`src/rtl/ziy_pkg.sv`:
```
package ziy_pkg;
   typedef enum logic [2:0] {
      S_IDLE = 3'd0,
      S_OPC  = 3'd1,
      S_PTR  = 3'd2,
      S_LO   = 3'd3,
      S_HI   = 3'd4,
      S_DATA = 3'd5,
      S_FIX  = 3'd6
   } ziy_state_e;
endpackage

```
`src/rtl/ziy_index_add.sv`:
```
module ziy_index_add #(
   parameter int W = 8
) (
   input  logic [W-1:0] base_lo,
   input  logic [W-1:0] idx,
   input  logic [W-1:0] page_hi,
   input  logic         carry_in,
   output logic [W-1:0] sum_lo,
   output logic         carry_out,
   output logic [W-1:0] page_fixed
);
   logic [W:0] wide_sum;
   logic [W:0] inc_chain;

   initial begin
      if (W < 2) $error("ziy_index_add: W must be at least 2");
   end

   assign wide_sum  = {1'b0, base_lo} + {1'b0, idx};
   assign sum_lo    = wide_sum[W-1:0];
   assign carry_out = wide_sum[W];

   // page fix-up: increment by exactly one when the latched carry is set
   assign inc_chain[0] = carry_in;
   for (genvar i = 0; i < W; i++) begin : g_inc
      assign page_fixed[i]  = page_hi[i] ^ inc_chain[i];
      assign inc_chain[i+1] = page_hi[i] & inc_chain[i];
   end
endmodule

```
`src/rtl/ziy_seq_ctrl.sv`:
```
module ziy_seq_ctrl
   import ziy_pkg::*;
(
   input  logic       clk,
   input  logic       rst,
   input  logic       start,
   input  logic       store_q,
   input  logic       carry_q,
   output ziy_state_e state,
   output logic       done,
   output logic       long_op
);
   ziy_state_e state_d;

   assign long_op = store_q | carry_q;
   assign done    = (state == S_FIX) || (state == S_DATA && !long_op);

   always_comb begin
      state_d = state;
      case (state)
         S_IDLE:  if (start) state_d = S_OPC;
         S_OPC:   state_d = S_PTR;
         S_PTR:   state_d = S_LO;
         S_LO:    state_d = S_HI;
         S_HI:    state_d = S_DATA;
         S_DATA:  state_d = long_op ? S_FIX : S_IDLE;
         S_FIX:   state_d = S_IDLE;
         default: state_d = S_IDLE;
      endcase
   end

   always_ff @(posedge clk) begin
      if (rst) state <= S_IDLE;
      else     state <= state_d;
   end

   a_r1_reset_idle: assert property (@(posedge clk) rst |=> state == S_IDLE);
   a_r9_done_pulse: assert property (@(posedge clk) disable iff (rst) done |=> !done);
   a_r5_read_short: assert property (@(posedge clk) disable iff (rst)
      (state == S_DATA && !store_q && !carry_q) |=> state == S_IDLE);
   a_r7_store_long: assert property (@(posedge clk) disable iff (rst)
      (state == S_DATA && store_q) |=> state == S_FIX);
   a_r10_busy_ignore: assert property (@(posedge clk) disable iff (rst)
      (state == S_FIX) |=> state == S_IDLE);
endmodule

```
`src/rtl/ziy_addr_seq.sv`:
```
module ziy_addr_seq
   import ziy_pkg::*;
#(
   parameter  int DATA_W = 8,
   localparam int ADDR_W = 2 * DATA_W
) (
   input  logic              clk,
   input  logic              rst,
   input  logic              start,
   input  logic              is_store,
   input  logic [ADDR_W-1:0] pc_in,
   input  logic [DATA_W-1:0] y_idx,
   input  logic [DATA_W-1:0] st_data,
   input  logic [DATA_W-1:0] mem_rdata,
   output logic [ADDR_W-1:0] bus_addr,
   output logic              bus_we,
   output logic [DATA_W-1:0] bus_wdata,
   output logic [DATA_W-1:0] rd_value,
   output logic              done,
   output logic [2:0]        cyc_total,
   output logic [ADDR_W-1:0] pc_next
);
   localparam logic [DATA_W-1:0] ZP_PAGE = '0;

   ziy_state_e        state;
   logic              long_op;
   logic [ADDR_W-1:0] pc_q, pcn_q;
   logic [DATA_W-1:0] y_q, st_q, ptr_q, lo_q, hi_q, sum_q, fixhi_q, rd_q;
   logic              store_q, carry_q;
   logic [DATA_W-1:0] sum_c, fixed_c;
   logic              carry_c;
   logic [DATA_W-1:0] ptr_inc;

   initial begin
      if (DATA_W < 2) $error("ziy_addr_seq: DATA_W must be at least 2");
   end

   ziy_seq_ctrl u_ctrl (
      .clk     (clk),
      .rst     (rst),
      .start   (start),
      .store_q (store_q),
      .carry_q (carry_q),
      .state   (state),
      .done    (done),
      .long_op (long_op)
   );

   ziy_index_add #(.W(DATA_W)) u_add (
      .base_lo    (lo_q),
      .idx        (y_q),
      .page_hi    (hi_q),
      .carry_in   (carry_q),
      .sum_lo     (sum_c),
      .carry_out  (carry_c),
      .page_fixed (fixed_c)
   );

   assign ptr_inc = ptr_q + 1'b1;

   always_ff @(posedge clk) begin
      if (rst) begin
         pc_q    <= '0;
         pcn_q   <= '0;
         y_q     <= '0;
         st_q    <= '0;
         store_q <= 1'b0;
         ptr_q   <= '0;
         lo_q    <= '0;
         hi_q    <= '0;
         sum_q   <= '0;
         carry_q <= 1'b0;
         fixhi_q <= '0;
         rd_q    <= '0;
      end else begin
         case (state)
            S_IDLE: if (start) begin
               pc_q    <= pc_in;
               y_q     <= y_idx;
               st_q    <= st_data;
               store_q <= is_store;
               carry_q <= 1'b0;
            end
            S_OPC: pc_q <= pc_q + 1'b1;
            S_PTR: begin
               ptr_q <= mem_rdata;
               pc_q  <= pc_q + 1'b1;
               pcn_q <= pc_q + 1'b1;
            end
            S_LO: lo_q <= mem_rdata;
            S_HI: begin
               hi_q    <= mem_rdata;
               sum_q   <= sum_c;
               carry_q <= carry_c;
            end
            S_DATA: begin
               fixhi_q <= fixed_c;
               if (!long_op) rd_q <= mem_rdata;
            end
            S_FIX: if (!store_q) rd_q <= mem_rdata;
            default: ;
         endcase
      end
   end

   always_comb begin
      bus_addr = '0;
      bus_we   = 1'b0;
      case (state)
         S_OPC:   bus_addr = pc_q;
         S_PTR:   bus_addr = pc_q;
         S_LO:    bus_addr = {ZP_PAGE, ptr_q};
         S_HI:    bus_addr = {ZP_PAGE, ptr_inc};
         S_DATA:  bus_addr = {hi_q, sum_q};
         S_FIX: begin
            bus_addr = {fixhi_q, sum_q};
            bus_we   = store_q;
         end
         default: ;
      endcase
   end

   assign bus_wdata = st_q;
   assign rd_value  = rd_q;
   assign pc_next   = pcn_q;
   assign cyc_total = !done ? 3'd0 : (state == S_FIX ? 3'd6 : 3'd5);

   a_r8_we_final: assert property (@(posedge clk) disable iff (rst)
      bus_we |-> (done && cyc_total == 3'd6));
   a_r3_ptr_wrap: assert property (@(posedge clk) disable iff (rst)
      (state == S_HI) |-> bus_addr == {ZP_PAGE, $past(bus_addr[DATA_W-1:0]) + 1'b1});
   a_r6_fix_addr: assert property (@(posedge clk) disable iff (rst)
      (state == S_FIX) |-> bus_addr ==
         {$past(bus_addr[ADDR_W-1:DATA_W]) + DATA_W'(carry_q), $past(bus_addr[DATA_W-1:0])});
   a_r2_pc_step: assert property (@(posedge clk) disable iff (rst)
      (state == S_PTR) |-> bus_addr == $past(bus_addr) + 1'b1);
endmodule

```
`config.mk`:
```
export PLATFORM = sky130hd
export DESIGN_NAME = ziy_addr_seq
export DESIGN_NICKNAME = d
export VERILOG_FILES = /design/src/rtl/ziy_pkg.sv /design/src/rtl/ziy_index_add.sv /design/src/rtl/ziy_seq_ctrl.sv /design/src/rtl/ziy_addr_seq.sv
export SDC_FILE = /design/constraint.sdc
export NUM_CORES = 1
export LEC_CHECK = 0
export BUFFER_PORTS_ARGS = -buffer_cell sky130_fd_sc_hd__buf_2
export CORE_MARGIN = 1
export CORE_UTILIZATION = 50
export DETAILED_ROUTE_END_ITERATION = 8
export HOLD_SLACK_MARGIN = 0.15
export PLACE_DENSITY = 0.85
export SETUP_SLACK_MARGIN = 0.02
export SLEW_MARGIN = 20
export SYNTH_ARGS = -nofsm -noshare
export SYNTH_HDL_FRONTEND = slang
export SYNTH_SLANG_ARGS = --single-unit
```
`constraint.sdc`:
```
create_clock -name clk -period 2.2 [get_ports clk]
set_clock_uncertainty 0.1 [all_clocks]
set_input_delay 0.22 -clock clk [delete_from_list [all_inputs] [get_ports clk]]
set_output_delay 0.22 -clock clk [all_outputs]
set_load 0.01 [all_outputs]
```
==> results by group, run 1 <==
Run status
  – Outcome: completed

Route
  – Initial DRC count: 531
  – Routed WL: 16200 um
  – Routed len/inst: 17.4 um
  – Routed vias/inst: 6.05
  – First-pass DRT Iterations: 8
  – Via count: 5621
  – Residual DRC: 0
  – Routed Antenna Nets: 0

Synth
  – Avg Inst Size Synth: 7.91 um2
  – Mapped Area: 5220 um2
  – Flop and latch count out of synthesis: 101
  – Sequential area share after synthesis: 38.7%
  – Syn Inst Count: 660
  – Ys flop type: dfxtp_1
  – EDFF count, synth: 0
  – Mapped Nets: 722
  – Async S/R FF share, synth: 0%
  – Yosys cell types: 62
  – Ys Warns: 0

GRT
  – Largest net degree at the start of global routing: 49
  – Total track usage: 29.1%
  – GRT overflow: 0
  – Vias in the first global route: 5383
  – Number of antenna violations at the first check in global routing: 0
  – First-pass GRT wire length: 25700 um

Min path
  – Hold-critical path endpoint: bus_wdata[5]$_SDFFE_PP0P_
  – Hold path cells: 2
  – Hold crit path type: flop to flop
  – Hold Crit Start: bus_wdata[5]$_SDFFE_PP0P_

Layout
  – Fin nets: 853
  – Most frequent cells in the layout: 129 x nand2_1, 96 x buf_2, 92 x dfxtp_1
  – Area Growth Syn to Fin: 28.9%
  – Filler cell count: 794
  – Final core occ: 67.6%
  – Diodes inserted: 0
  – Multi-input gate area: 3050 um2
  – Register area: 2050 um2
  – Commonest non-fill, non-tap cell in the layout: nand2_1
  – Share of post-route cells with drive strength above 1: 24.6%

Critical path
  – RR Endpoint: pc_q[7]$_SDFFE_PP0P_
  – CP Data Arrival Time: 1.87 ns
  – Critical Path RT: 1.88 ns
  – Delay-heaviest family, CP: compound AO/OA/AOI/OAI gates
  – Slowest cell on crit path: dfxtp_4
  – Worst reg-to-reg setup slack: 0.10 ns
  – Crit-path max cell delay: 0.40 ns
  – Worst Setup End Kind: primary output
  – WP buf/inv: 2
  – Cell chain of the critical path: buf_6 > mux2_4 > a32oi_2 > nor2_1 > a221o_1 > buf_2
  – Crit path kind: flop to primary output
  – Worst reg2reg path depth: 5
  – FF-to-FF Start: u_ctrl.state[0]$_SDFFE_PP0P_
  – Crit path depth: 6
  – Worst-path maximum fanout: 4
  – Crit path launch type: flop

Floorplanning
  – FP Rows: 36
  – Io pins: 97
  – Die W: 104 um
  – Core Region: 9950 um2
  – Initial Utilization: 52.5%
  – Die area: 10900 um2
  – Die Ht: 104 um

Power and ir drop
  – Peak supply drop: 0.565 mV
  – P_sw: 1.61 mW
  – Clock power frac: 27.8%
  – Sw frac: 34.7%
  – Pwr dens: 690 nW/um2
  – P_leak: 2.73 nW
  – Combinational Power Share: 26.2%
  – Sequential Power Share: 46.0%
  – Pint: 3.03 mW

Timing
  – Fmax: 456 MHz
  – # setup viols final: 0
  – RSZ-0062 raised after global routing: yes
  – Final Hold Fails: 0
  – Worst slew margin: 37.1%
  – TNS Setup: 0 ns
  – Slew @ Worst Pin: 0.943 ns
  – Final period util: 99.7%
  – Post-layout min period: 2.19 ns
  – Final slew viol count: 0

Clock tree
  – # clock sinks: 101
  – Clock Path Buffers: 2
  – Clk root buf: clkbuf_8
  – CTS tree: yes
  – Clock buffer count from CTS: 9
  – Clk Latency, worst-skew pair: 0.38 ns
  – Maximum level of the CTS H-tree: 3
  – Reg clk slew, reported paths: 0.11 ns

Job
  – Max Cap Viol: 0

Place
  – RePlAce Congestion: 0.904
  – Buffers on Ports: 96
  – Post-DP HPWL: 10500 um
==> sequential cells by signal, summed over array words and instances, names as in the netlist, 3 cells and up <==
register      count
lo_q              8
fixhi_q           8
rd_value          8
y_q               8
sum_q             8
ptr_q             8
u_ctrl.state      3
pc_next          16
hi_q              8
pc_q             16
bus_wdata         8
==> kinds of logic after synthesis <==
logic type                 synth area share, %
muxes                                     3.14
DFF                                       38.7
and+or+nand+nor                           22.8
adders and majority gates                 4.46
AOI/OAI and AO/OA                         22.3
buffers and inverters                     5.44
xor gates and xnor gates                  3.19
==> synthesized netlist by cell type (all sizes together), types with 3 or more instances <==
library cell / instances / share of area [%]
buf: 33 / 3.3
a31oi: 11 / 1.3
nor4b: 3 / 0.62
mux2: 3 / 0.65
nand4: 7 / 0.84
xor2: 9 / 1.9
and3: 6 / 0.72
nor4: 5 / 0.60
or3: 9 / 1.1
inv: 7 / 0.50
o211ai: 5 / 0.72
o22ai: 3 / 0.36
dfxtp: 101 / 39
clkbuf: 23 / 1.7
o21a: 3 / 0.43
nor2b: 6 / 0.72
a211o: 3 / 0.50
nor3: 14 / 1.4
or2: 3 / 0.36
a21oi: 79 / 7.6
a211oi: 10 / 1.4
a22oi: 13 / 1.9
o21ai: 44 / 4.5
mux2i: 13 / 2.5
ha: 17 / 4.1
nand3: 29 / 2.9
nor2: 30 / 2.2
xnor2: 7 / 1.3
a311oi: 4 / 0.67
and4: 3 / 0.50
nand2: 131 / 9.5
==> final cells by class <==
type                    instances  area share (%)
multi-input cells             496            45.3
flip-flops and latches        101            30.4
repair buffers                176            18.2
well taps                     133            2.47
clock buffers                   9            1.84
clock inverters                 7            1.30
inverters                       7           0.446
==> per-stage QoR <==
stage          cells  hold WS [ns]  worst slack [ns]  cell area (um2)  power [mW]
5_1_grt          929         0.381           -0.0493             6730        4.83
6_report         929         0.359           0.00689             6730        4.64
3_5_place_dp     863         0.348            0.0515             5870        3.22
4_1_cts          924         0.362            0.0268             6570        4.55
2_1_floorplan    660         0.256             0.160             5220        2.82
3_3_place_gp     863         0.340             0.103             5870        3.17
==> tightest hold or removal path: stages, from the launching register on <==
cell,delay (ns)
dfxtp_1,0.32
nand2_1,0.05
a21oi_1,0.05
==> how the worst max path moves through the flow <==
stage,start,endpoint
detailed placement,lo_q[0]$_SDFFE_PP0N_,sum_q[6]$_SDFFE_PP0P_
floorplan,carry_q$_SDFFE_PP0P_,fixhi_q[7]$_SDFFE_PP0N_
global route,u_ctrl.state[2]$_SDFFE_PP0P_,bus_addr[2]
global placement,lo_q[0]$_SDFFE_PP0N_,sum_q[6]$_SDFFE_PP0P_
finish,u_ctrl.state[2]$_SDFFE_PP0P_,bus_addr[2]
CTS,hi_q[0]$_SDFFE_PP0P_,fixhi_q[7]$_SDFFE_PP0N_
==> routing by layer <==
metal | part of all wire (%) | GRT usage [%]
met1 | 40 | 37.0
met2 | 48 | 48.9
met3 | 8.7 | 5.51
met4 | 2.8 | 10.8
met5 | 0 | 0
==> timing repair <==
action,CTS,global route
endpoints found under the setup margin,19,18
resized for setup,19,33
hold buffers,43,0
gates cloned,0,0
pin swaps,1,8
buffers inserted,2,5
hold endpoints to repair,66,0
==> power by group through the flow <==
stage          Clock [mW]  Sequential (mW)  Combinational, mW
6_report             1.29             2.14               1.22
5_1_grt              1.37             2.16               1.31
4_1_cts              1.29             2.12               1.14
3_5_place_dp            0             2.16               1.06
3_3_place_gp            0             2.15               1.02
2_1_floorplan           0             2.13              0.693
Note: power is estimated with default switching activity, not from simulation.
==> inputs of run 2 (changes only) <==
--- a/config.mk
+++ b/config.mk
@@ -6,8 +6,10 @@
 export NUM_CORES = 1
 export LEC_CHECK = 0
 export BUFFER_PORTS_ARGS = -buffer_cell sky130_fd_sc_hd__buf_2
+export CELL_PAD_IN_SITES_DETAIL_PLACEMENT = 0
+export CELL_PAD_IN_SITES_GLOBAL_PLACEMENT = 1
 export CORE_MARGIN = 1
-export CORE_UTILIZATION = 50
+export CORE_UTILIZATION = 37
 export DETAILED_ROUTE_END_ITERATION = 8
 export HOLD_SLACK_MARGIN = 0.15
 export PLACE_DENSITY = 0.85
==> run 2 against run 1 <==
  * Combinational power fell by 4%
  * Routed wire length decreased by 3.6%
  * Power up 6.4%
  * Clock power increased by 26%
  * Setup slack better by 0.075 ns
  * Hold slack got worse by 0.20 ns
  * Largest cell class unchanged
==> results by group, run 2 (synthesis gave the netlist of run 1 again) <==
Run status
  – Outcome: completed

Place
  – Dpl cells: 910 (+5.4%)
  – RePlAce Congestion: 0.882 (-2.4%)
  – Buffers on Ports: 96 (unchanged)
  – Post-DP HPWL: 11000 um (+5.0%)

Floorplanning
  – Die Ht: 121 um (+16%)
  – Io pins: 97 (unchanged)
  – FP Rows: 43 (+19%)
  – Core Region: 13800 um2 (+39%)
  – Die W: 121 um (+16%)
  – Initial Utilization: 37.8% (-15 points)
  – Die area: 14600 um2 (+34%)

Route
  – Routed Antenna Nets: 0 (unchanged)
  – Residual DRC: 0 (unchanged)
  – Routed vias/inst: 5.49 (-9.3%)
  – Via count: 5315 (-5.4%)
  – First-pass DRT Iterations: 4 (-4)
  – Routed WL: 15600 um (-3.6%)
  – Routed len/inst: 16.1 um (-7.5%)
  – Initial DRC count: 241 (-55%)

Clock tree
  – Reg clk slew, reported paths: 0.07 ns (-0.04 ns)
  – Clock Path Buffers: 2 (unchanged)
  – CTS tree: yes
  – # clock sinks: 101 (unchanged)
  – Maximum level of the CTS H-tree: 3 (unchanged)
  – Clock buffer count from CTS: 9 (unchanged)
  – Clk Latency, worst-skew pair: 0.36 ns (-0.02 ns)
  – Clk root buf: clkbuf_16

Critical path
  – CP Data Arrival Time: 1.80 ns (-0.07 ns)
  – Worst-path maximum fanout: 9 (+5)
  – Crit path kind: flop to primary output
  – Critical Path RT: 1.88 ns (about the same)
  – Crit path launch type: flop
  – Worst Setup End Kind: primary output

GRT
  – Met3 GRT Util: 5.00% (-0.51 points)
  – Vias in the first global route: 5018 (-6.8%)
  – First-pass GRT wire length: 24700 um (-3.8%)
  – Total track usage: 21.7% (-7.4 points)
  – Top Usage Layer GRT: met2
  – Routing usage on met2: 35.7% (-13 points)
  – Number of antenna violations at the first check in global routing: 0 (unchanged)
  – Met1 global-route usage: 28.5% (-8.6 points)
  – Largest net degree at the start of global routing: 91 (+86%)
  – GRT overflow: 0 (unchanged)

Timing
  – Final slew viol count: 0 (unchanged)
  – Post-layout min period: 2.12 ns (-0.0745 ns)
  – Slew @ Worst Pin: 0.682 ns (-0.260 ns)
  – # setup viols final: 0 (unchanged)
  – Final period util: 96.3% (-3.4 points)
  – Final Hold Fails: 0 (unchanged)
  – Fmax: 472 MHz (+3.5%)
  – RSZ-0062 raised after global routing: no
  – Worst slew margin: 54.5% (+17 points)
  – Worst hold margin: 0.162 ns (-0.197 ns)
  – TNS Setup: 0 ns (unchanged)

Layout
  – Fin nets: 845 (-0.94%)
  – Register area: 2040 um2 (about the same)
  – Finished Layout Cells: 968 (+4.2%)
  – Multi-input gate area: 3020 um2 (-0.94%)
  – Share of post-route cells with drive strength above 1: 23.6% (-1.0 points)
  – Filler cell count: 1353 (+70%)
  – Diodes inserted: 0 (unchanged)
  – Most frequent cells in the layout: 128 x nand2_1, 96 x buf_2, 93 x dfxtp_1
  – Area Growth Syn to Fin: 29.8%
  – Commonest non-fill, non-tap cell in the layout: nand2_1

Power and ir drop
  – P_leak: 2.72 nW (-0.50%)
  – Peak supply drop: 0.446 mV (-21%)
  – Pwr dens: 729 nW/um2 (+5.7%)

Min path
  – Hold crit path type: input port to flop

Job
  – Max Cap Viol: 0 (unchanged)
run 2: final cells by class:
cell class | count | share of cell area [%]
inverter | 7 | 0.388
clock inverter | 6 | 1.03
multi-input combinational | 496 | 44.6
timing repair buffer | 168 | 17.1
clock buffer | 10 | 3.38
sequential | 101 | 30.2
tap | 180 | 3.32
run 2: through the flow:
step                util, %  area [um2]  power (mW)  worst slack (ns)
finish                 49.0        6780        4.94            0.0814
global route           49.0        6780        5.19            0.0193
CTS                    48.3        6680        4.95            0.0336
detailed placement     43.0        5950        3.25            0.0366
global placement       43.0        5950        3.22             0.110
floorplan                 -        5220        2.82             0.160
run 2: worst paths after layout:
path / startpoint / to / slack (ns) / cells past startpoint
worst min register to register: bus_wdata[3]$_SDFFE_PP0P_ / bus_wdata[3]$_SDFFE_PP0P_ / 0.35 / 2
worst max register to register: hi_q[0]$_SDFFE_PP0P_ / fixhi_q[7]$_SDFFE_PP0N_ / 0.13 / 9
worst max-delay path: u_ctrl.state[1]$_SDFFE_PP0P_ / bus_addr[6] / 0.08 / 6
worst min-delay path: pc_in[0] / pc_q[0]$_SDFFE_PP0P_ / 0.16 / 3
run 2: timing repair:
action	in CTS	in global routing
resized for setup	15	25
endpoints found under the hold margin	64	0
setup buffers	0	2
setup endpoints to repair	20	17
hold buffers	40	0
pin swaps	1	5
cloned	0	0
run 2: layer usage:
layer	vias to the layer above	share of wire [%]
met2	213	47
met3	19	6.3
li1	2614	-
met1	2469	45
met4	0	1.5
met5	-	0
run 2: report_power, final:
part	internal, mW	switching, mW
Clock	0.895	0.737
Combinational	0.494	0.677
Sequential	1.98	0.164
Total	3.36	1.58
run 2: worst max-delay path, cell delays in order, from the launching register on:
cell      delay [ns]
dfxtp_4         0.39
buf_6           0.14
nand2b_4        0.17
nor4_4          0.25
a21oi_1         0.06
o211ai_1        0.25
buf_2           0.18
